## src/rtl/bmdma_pkg.sv

```systemverilog
package bmdma_pkg;

    localparam int PTR_W = 32;

    localparam logic [7:0]       CMD_KEEP   = 8'h09;
    localparam logic [7:0]       ST_LOADED  = 8'h60;
    localparam logic [7:0]       UNMAPPED   = 8'hFF;
    localparam logic [PTR_W-1:0] PTR_KEEP   = 32'hFFFF_FFFC;

    typedef enum logic [1:0] {
        SZ_BYTE  = 2'd0,
        SZ_WORD  = 2'd1,
        SZ_DWORD = 2'd2
    } acc_size_e;

    typedef struct packed {
        logic [7:0]       cmd;
        logic [7:0]       st;
        logic [PTR_W-1:0] ptr;
        logic [7:0]       tim;
        logic             start;
        logic             cancel;
    } chan_regs_t;

    // Byte-lane mask of an access; wide accesses always cover the whole word.
    function automatic logic [PTR_W-1:0] lane_mask(input logic [1:0] sz, input logic [1:0] lane);
        logic [PTR_W-1:0] m;
        if (sz >= SZ_DWORD) begin
            m = '1;
        end else if (sz == SZ_WORD) begin
            m = 32'h0000_FFFF << {lane, 3'b000};
        end else begin
            m = 32'h0000_00FF << {lane, 3'b000};
        end
        return m;
    endfunction

endpackage

```

## src/rtl/bmdma_chan.sv

```systemverilog
module bmdma_chan
    import bmdma_pkg::*;
#(
    parameter bit HAS_EXT = 1'b1
) (
    input  logic             clk,
    input  logic             rst_n,
    input  logic             wr_en,
    input  logic [2:0]       off,
    input  logic [1:0]       size,
    input  logic [PTR_W-1:0] wdata,
    input  logic             eng_done,
    input  logic             eng_err,
    input  logic             eng_intr,
    output logic [7:0]       cmd_o,
    output logic [7:0]       st_o,
    output logic [7:0]       tim_o,
    output logic [PTR_W-1:0] ptr_o,
    output logic             start_o,
    output logic             cancel_o
);

    chan_regs_t       r_d, r_q;
    logic [PTR_W-1:0] lmask_d;
    logic [4:0]       shift_d;

    always_comb begin
        r_d        = r_q;
        r_d.start  = 1'b0;
        r_d.cancel = 1'b0;
        lmask_d    = lane_mask(size, off[1:0]);
        shift_d    = (size >= SZ_DWORD) ? 5'd0 : {off[1:0], 3'b000};

        if (eng_done) begin
            r_d.st[0] = 1'b0;
        end

        if (wr_en) begin
            if (off[2]) begin
                r_d.ptr = ((r_q.ptr & ~lmask_d) | ((wdata << shift_d) & lmask_d)) & PTR_KEEP;
            end else begin
                case (off[1:0])
                    2'd0: begin
                        r_d.cmd = wdata[7:0] & CMD_KEEP;
                        if (!wdata[0]) begin
                            r_d.cancel = 1'b1;
                            r_d.st[0]  = 1'b0;
                        end else if (!r_q.st[0]) begin
                            r_d.start  = 1'b1;
                            r_d.st[0]  = 1'b1;
                        end
                    end
                    2'd2: begin
                        r_d.st[7]   = 1'b0;
                        r_d.st[6:5] = wdata[6:5];
                        r_d.st[4:3] = 2'b00;
                        r_d.st[2:1] = r_q.st[2:1] & ~wdata[2:1];
                    end
                    2'd3: begin
                        if (HAS_EXT) begin
                            r_d.tim = wdata[7:0];
                        end
                    end
                    default: ;
                endcase
            end
        end

        // engine reports override a same-cycle clear
        if (eng_err) begin
            r_d.st[1] = 1'b1;
        end
        if (eng_intr) begin
            r_d.st[2] = 1'b1;
        end
    end

    always_ff @(posedge clk) begin
        if (!rst_n) begin
            r_q <= '0;
        end else begin
            r_q <= r_d;
        end
    end

    assign cmd_o    = r_q.cmd;
    assign st_o     = r_q.st;
    assign tim_o    = r_q.tim;
    assign ptr_o    = r_q.ptr;
    assign start_o  = r_q.start;
    assign cancel_o = r_q.cancel;

endmodule

```

## src/rtl/bmdma_mode.sv

```systemverilog
module bmdma_mode #(
    parameter int NUM_CH = 2
) (
    input  logic              clk,
    input  logic              rst_n,
    input  logic              wr_en,
    input  logic [NUM_CH-1:0] blk_wdata,
    input  logic [NUM_CH-1:0] drv_irq,
    output logic [7:0]        mode_o,
    output logic              irq_o
);

    typedef struct packed {
        logic [NUM_CH-1:0] blk;
        logic [NUM_CH-1:0] lvl;
    } mode_t;

    mode_t m_d, m_q;

    always_comb begin
        m_d     = m_q;
        m_d.lvl = drv_irq;
        if (wr_en) begin
            m_d.blk = blk_wdata;
        end
    end

    always_ff @(posedge clk) begin
        if (!rst_n) begin
            m_q <= '0;
        end else begin
            m_q <= m_d;
        end
    end

    always_comb begin
        mode_o = 8'h00;
        for (int c = 0; c < NUM_CH; c++) begin
            mode_o[2+c] = m_q.lvl[c];
            mode_o[4+c] = m_q.blk[c];
        end
    end

    assign irq_o = |(m_q.lvl & ~m_q.blk);

endmodule

```

## src/rtl/bmdma_rdmux.sv

```systemverilog
module bmdma_rdmux
    import bmdma_pkg::*;
#(
    parameter int NUM_CH  = 2,
    parameter bit HAS_EXT = 1'b1,
    localparam int AW     = $clog2(NUM_CH) + 3
) (
    input  logic                         clk,
    input  logic                         rst_n,
    input  logic                         rd_en,
    input  logic [AW-1:0]                addr,
    input  logic [1:0]                   size,
    input  logic [NUM_CH-1:0][7:0]       cmd_v,
    input  logic [NUM_CH-1:0][7:0]       st_v,
    input  logic [NUM_CH-1:0][7:0]       tim_v,
    input  logic [NUM_CH-1:0][PTR_W-1:0] ptr_v,
    input  logic [7:0]                   mode_b,
    output logic [PTR_W-1:0]             rdata_o,
    output logic                         rvalid_o
);

    typedef struct packed {
        logic [PTR_W-1:0] data;
        logic             valid;
    } rd_t;

    rd_t              rd_d, rd_q;
    logic [AW-4:0]    ch_d;
    logic [PTR_W-1:0] ptr_sel_d;
    logic [7:0]       byte_d;

    always_comb begin
        ch_d      = addr[AW-1:3];
        ptr_sel_d = ptr_v[ch_d];
        case (addr[1:0])
            2'd0:    byte_d = cmd_v[ch_d];
            2'd1:    byte_d = HAS_EXT ? mode_b : UNMAPPED;
            2'd2:    byte_d = st_v[ch_d];
            default: byte_d = HAS_EXT ? tim_v[ch_d] : UNMAPPED;
        endcase

        rd_d.valid = rd_en;
        rd_d.data  = rd_q.data;
        if (rd_en) begin
            if (!addr[2]) begin
                rd_d.data = {24'h0, byte_d};
            end else if (size >= SZ_DWORD) begin
                rd_d.data = ptr_sel_d;
            end else if (size == SZ_WORD) begin
                rd_d.data = (ptr_sel_d >> {addr[1:0], 3'b000}) & 32'h0000_FFFF;
            end else begin
                rd_d.data = (ptr_sel_d >> {addr[1:0], 3'b000}) & 32'h0000_00FF;
            end
        end
    end

    always_ff @(posedge clk) begin
        if (!rst_n) begin
            rd_q <= '0;
        end else begin
            rd_q <= rd_d;
        end
    end

    assign rdata_o  = rd_q.data;
    assign rvalid_o = rd_q.valid;

endmodule

```

## src/rtl/bmdma_regs.sv

```systemverilog
module bmdma_regs
    import bmdma_pkg::*;
#(
    parameter int NUM_CH  = 2,
    parameter bit HAS_EXT = 1'b1,
    localparam int AW     = $clog2(NUM_CH) + 3
) (
    input  logic                    clk,
    input  logic                    rst_n,
    input  logic                    acc_rd,
    input  logic                    acc_wr,
    input  logic [AW-1:0]           acc_addr,
    input  logic [1:0]              acc_size,
    input  logic [PTR_W-1:0]        acc_wdata,
    output logic [PTR_W-1:0]        acc_rdata,
    output logic                    acc_rvalid,
    input  logic [NUM_CH-1:0]       eng_done,
    input  logic [NUM_CH-1:0]       eng_err,
    input  logic [NUM_CH-1:0]       eng_intr,
    input  logic [NUM_CH-1:0]       drv_irq,
    output logic [NUM_CH-1:0]       dma_start,
    output logic [NUM_CH-1:0]       dma_cancel,
    output logic [NUM_CH-1:0]       dma_dir,
    output logic [NUM_CH*PTR_W-1:0] tbl_addr,
    output logic                    irq_out
);

    localparam int CW = AW - 3;

    logic [NUM_CH-1:0][7:0]       cmd_v;
    logic [NUM_CH-1:0][7:0]       st_v;
    logic [NUM_CH-1:0][7:0]       tim_v;
    logic [NUM_CH-1:0][PTR_W-1:0] ptr_v;
    logic [NUM_CH-1:0]            chan_active;
    logic [CW-1:0]                ch_sel;
    logic                         mode_wr;
    logic [7:0]                   mode_b;

    assign ch_sel  = acc_addr[AW-1:3];
    assign mode_wr = acc_wr && (acc_addr[2:0] == 3'd1);

    for (genvar c = 0; c < NUM_CH; c++) begin : g_chan
        bmdma_chan #(.HAS_EXT(HAS_EXT)) u_chan (
            .clk      (clk),
            .rst_n    (rst_n),
            .wr_en    (acc_wr && (ch_sel == CW'(c))),
            .off      (acc_addr[2:0]),
            .size     (acc_size),
            .wdata    (acc_wdata),
            .eng_done (eng_done[c]),
            .eng_err  (eng_err[c]),
            .eng_intr (eng_intr[c]),
            .cmd_o    (cmd_v[c]),
            .st_o     (st_v[c]),
            .tim_o    (tim_v[c]),
            .ptr_o    (ptr_v[c]),
            .start_o  (dma_start[c]),
            .cancel_o (dma_cancel[c])
        );
        assign dma_dir[c]                 = cmd_v[c][3];
        assign chan_active[c]             = st_v[c][0];
        assign tbl_addr[c*PTR_W +: PTR_W] = ptr_v[c];
    end

    if (HAS_EXT) begin : g_ext
        bmdma_mode #(.NUM_CH(NUM_CH)) u_mode (
            .clk       (clk),
            .rst_n     (rst_n),
            .wr_en     (mode_wr),
            .blk_wdata (acc_wdata[4 +: NUM_CH]),
            .drv_irq   (drv_irq),
            .mode_o    (mode_b),
            .irq_o     (irq_out)
        );
    end else begin : g_noext
        logic unused_ext;
        assign unused_ext = ^{drv_irq, mode_wr};
        assign mode_b     = UNMAPPED;
        assign irq_out    = 1'b0;
    end

    bmdma_rdmux #(.NUM_CH(NUM_CH), .HAS_EXT(HAS_EXT)) u_rdmux (
        .clk      (clk),
        .rst_n    (rst_n),
        .rd_en    (acc_rd),
        .addr     (acc_addr),
        .size     (acc_size),
        .cmd_v    (cmd_v),
        .st_v     (st_v),
        .tim_v    (tim_v),
        .ptr_v    (ptr_v),
        .mode_b   (mode_b),
        .rdata_o  (acc_rdata),
        .rvalid_o (acc_rvalid)
    );

endmodule

```

## config.mk

```make
export PLATFORM = sky130hd
export DESIGN_NAME = bmdma_regs
export DESIGN_NICKNAME = d
export VERILOG_FILES = /design/src/rtl/bmdma_pkg.sv /design/src/rtl/bmdma_chan.sv /design/src/rtl/bmdma_mode.sv /design/src/rtl/bmdma_rdmux.sv /design/src/rtl/bmdma_regs.sv
export SDC_FILE = /design/constraint.sdc
export NUM_CORES = 1
export LEC_CHECK = 0
export ABC_AREA = 1
export BUFFER_PORTS_ARGS = -buffer_cell sky130_fd_sc_hd__buf_2
export CAP_MARGIN = 20
export CORE_MARGIN = 3
export CORE_UTILIZATION = 35
export DETAILED_ROUTE_END_ITERATION = 12
export GPL_TIMING_DRIVEN = 0
export PLACE_DENSITY = 0.63
export SKIP_CTS_REPAIR_TIMING = 1
export SYNTH_ARGS = -nofsm -noshare
export SYNTH_HDL_FRONTEND = slang
export SYNTH_SLANG_ARGS = --single-unit
```

## constraint.sdc

```tcl
create_clock -name clk -period 3.6 [get_ports clk]
set_clock_uncertainty 0.1 [all_clocks]
set_input_delay 0.54 -clock clk [delete_from_list [all_inputs] [get_ports clk]]
set_output_delay 0.54 -clock clk [all_outputs]
set_load 0.05 [all_outputs]
```

==> run metrics <==
average routed wire per standard cell=16.7 um; Crit Path Class=flip-flop to primary output; Yosys top cell by area=dfxtp_1; Register Area=2620 um^2; Hold Path Depth=3; status=finished clean; Yosys warnings=0; row cnt=49; met2 usage=35.1%; total clock buffers created by CTS=17; area of the core=18100 um^2; LEAKAGE=0.00411 uW; final-report setup violation count=0; Final ANT Viol Nets=0; Max Freq=503 MHz; post-synthesis mux area share=0.309%; CTS H-Tree Depth=4; worst hold path type=input pin to flip-flop; TritonCTS clock tree=built; TritonRoute pass-1 iters=5; pwr dens=486 nW/um^2; Synth Area in Simple Gates=28.3%; clock sink count=131; nets=1224; die span in x=142 um; Arr. time, crit path=1350 ps; average cell area after synthesis=6.45 um^2; most common cell after layout, fill and taps aside=nand2_1; vias in the first global route=6316; slew at the pin with the worst max-slew slack=900 ps; crit end category=primary output; top cells by area, synth=dfxtp_1, nand2_1, o21ai_0, a21oi_1, inv_1; global routing usage on met3=4.84%; XOR/XNOR share of the synthesized area=0%; largest family of logic cells by synthesized area=simple AND/OR/NAND/NOR gates; via count=7067; ANT cells=0; DR vias/cell=4.99; Synth Register Bits=131; Peak VDD IR=340 uV; Die Span Y=142 um; Area growth syn-to-layout=25.5%; met1 usage=34.0%; R2R cell count=6; count of cell types in the netlist=31; synthesized instance count=1005; most frequent cells in the layout=nand2_1, buf_2, dfxtp_1; gr usage total=23.4%; routability cong.=0.949; final period utilization=55.3%; Post-DP HPWL=18.4 mm; post-route cell area=8130 um^2; gr ovfl total=0; Yosys top cell area share=40.5%; GRT busiest layer=met2; Die ar.=20200 um^2; # IOs=154; Worst Path Max Fanout=2; hold_sp=drv_irq[1]; # DRC=0; Slew Viols, Final=0; ratio of cells with drive above 1 in the final layout=20.1%; largest net degree at the start of global routing=17; clock tree buffer depth=2; TNS Setup=0 ps; Post-Synth Adder-Cell Area=0%; clock root buffer=clkbuf_16; area of the multi-input gates=3080 um^2; CP startpoint kind=flip-flop; Tmin final=1990 ps; final hold vios=0; Rel. slew slack=39.4%; synthesized cell area=6480 um^2; WL final=23.7 mm; First DRT Iteration DRCs=724; initial antenna violation count=0; Compound-Gate Fraction of Synth Area=18.7%; first-pass GRT wire length=35.9 mm; IO buf count=147; RSZ-0062 raised after global routing=false; Seq/Total Area, Yosys=40.5%; Clock Latency Late Sink=430 ps; initial core utilization=35.8%; Worst R2R Setup Slack=1910 ps; placement-stage cell area=7510 um^2; clock-pin slew on the worst setup and hold paths=60 ps; Max Cap Viol=0; RR Endpoint=u_rdmux.rdata_o[7]$_SDFFE_PN0P_; Hold Path End=g_ext.u_mode.mode_o[3]$_SDFF_PN0_; Fillers=1903; Crit path required time=2960 ps
synthesized netlist by cell type (all sizes together):
cell type and n:
nand3 30, or2 1, mux2i 2, o21a 8, o22ai 1, nor2 78, buf 37, a31oi 6
nand4 1, a21oi 95, dfxtp 131, conb 1, clkinv 1, inv 122, clkbuf 21, nand2 348
nor3 1, o21ai 117, o211ai 3, and2 1
routing by layer:
layer / wire, um / part of all wire [%] / vias to the layer above
met5: 0 / 0 / -
met4: 542 / 2.3 / 0
met3: 2080 / 8.8 / 37
met2: 10200 / 43 / 339
met1: 10800 / 46 / 3202
li1: - / - / 3489
per-stage QoR:
stage | hold slack (ps) | power, uW | setup slack (ps) | std cells | utilization, %
after floorplan | 324 | 1950 | 1840 | 1008 | -
after global placement | 338 | 2140 | 1180 | 1384 | 41.5
after detailed placement | 346 | 2150 | 1190 | 1384 | 41.5
after CTS | 202 | 3950 | 1600 | 1416 | 45.0
after global routing | 219 | 4090 | 1490 | 1416 | 45.0
final | 212 | 3950 | 1610 | 1416 | 45.0
where the power goes:
group	internal (uW)	switching (uW)
combinational	143	445
sequential	1500	34.5
clock	1140	683
final cells by class:
type                            instances  area share, %
Buffer                                 58           3.98
Clock buffer                           20           5.74
Clock inverter                         12           1.89
Inverter                              123           5.69
Multi-Input combinational cell        696           37.9
Sequential cell                       131           32.2
Tap cell                              229           3.52
Timing Repair Buffer                  147           9.04
how the worst max path moves through the flow:
stage | start | endpoint | slack [ps] | cells after the start
after floorplan | acc_addr[3] | flip-flop | 1840 | 8
final | g_ext.u_mode.mode_o[2]$_SDFF_PN0_ | irq_out | 1610 | 3
after CTS | g_ext.u_mode.mode_o[2]$_SDFF_PN0_ | irq_out | 1600 | 3
after global routing | acc_addr[3] | u_rdmux.rdata_o[2]$_SDFFE_PN0P_ | 1490 | 9
after global placement | rst_n | u_rdmux.rdata_o[2]$_SDFFE_PN0P_ | 1180 | 5
after detailed placement | rst_n | u_rdmux.rdata_o[2]$_SDFFE_PN0P_ | 1190 | 5
worst max-delay path: stages, from the launching register on:
cell     delay, ps
dfxtp_1        370
inv_1           50
o22ai_1        200
buf_2          310
logic make-up after synthesis:
group	after synthesis
and+or+nand+nor	460
buffers and inverters	181
muxes	2
DFF	131
other	1
AOI/OAI and AO/OA	230
Power figures use the tool's default switching activity.
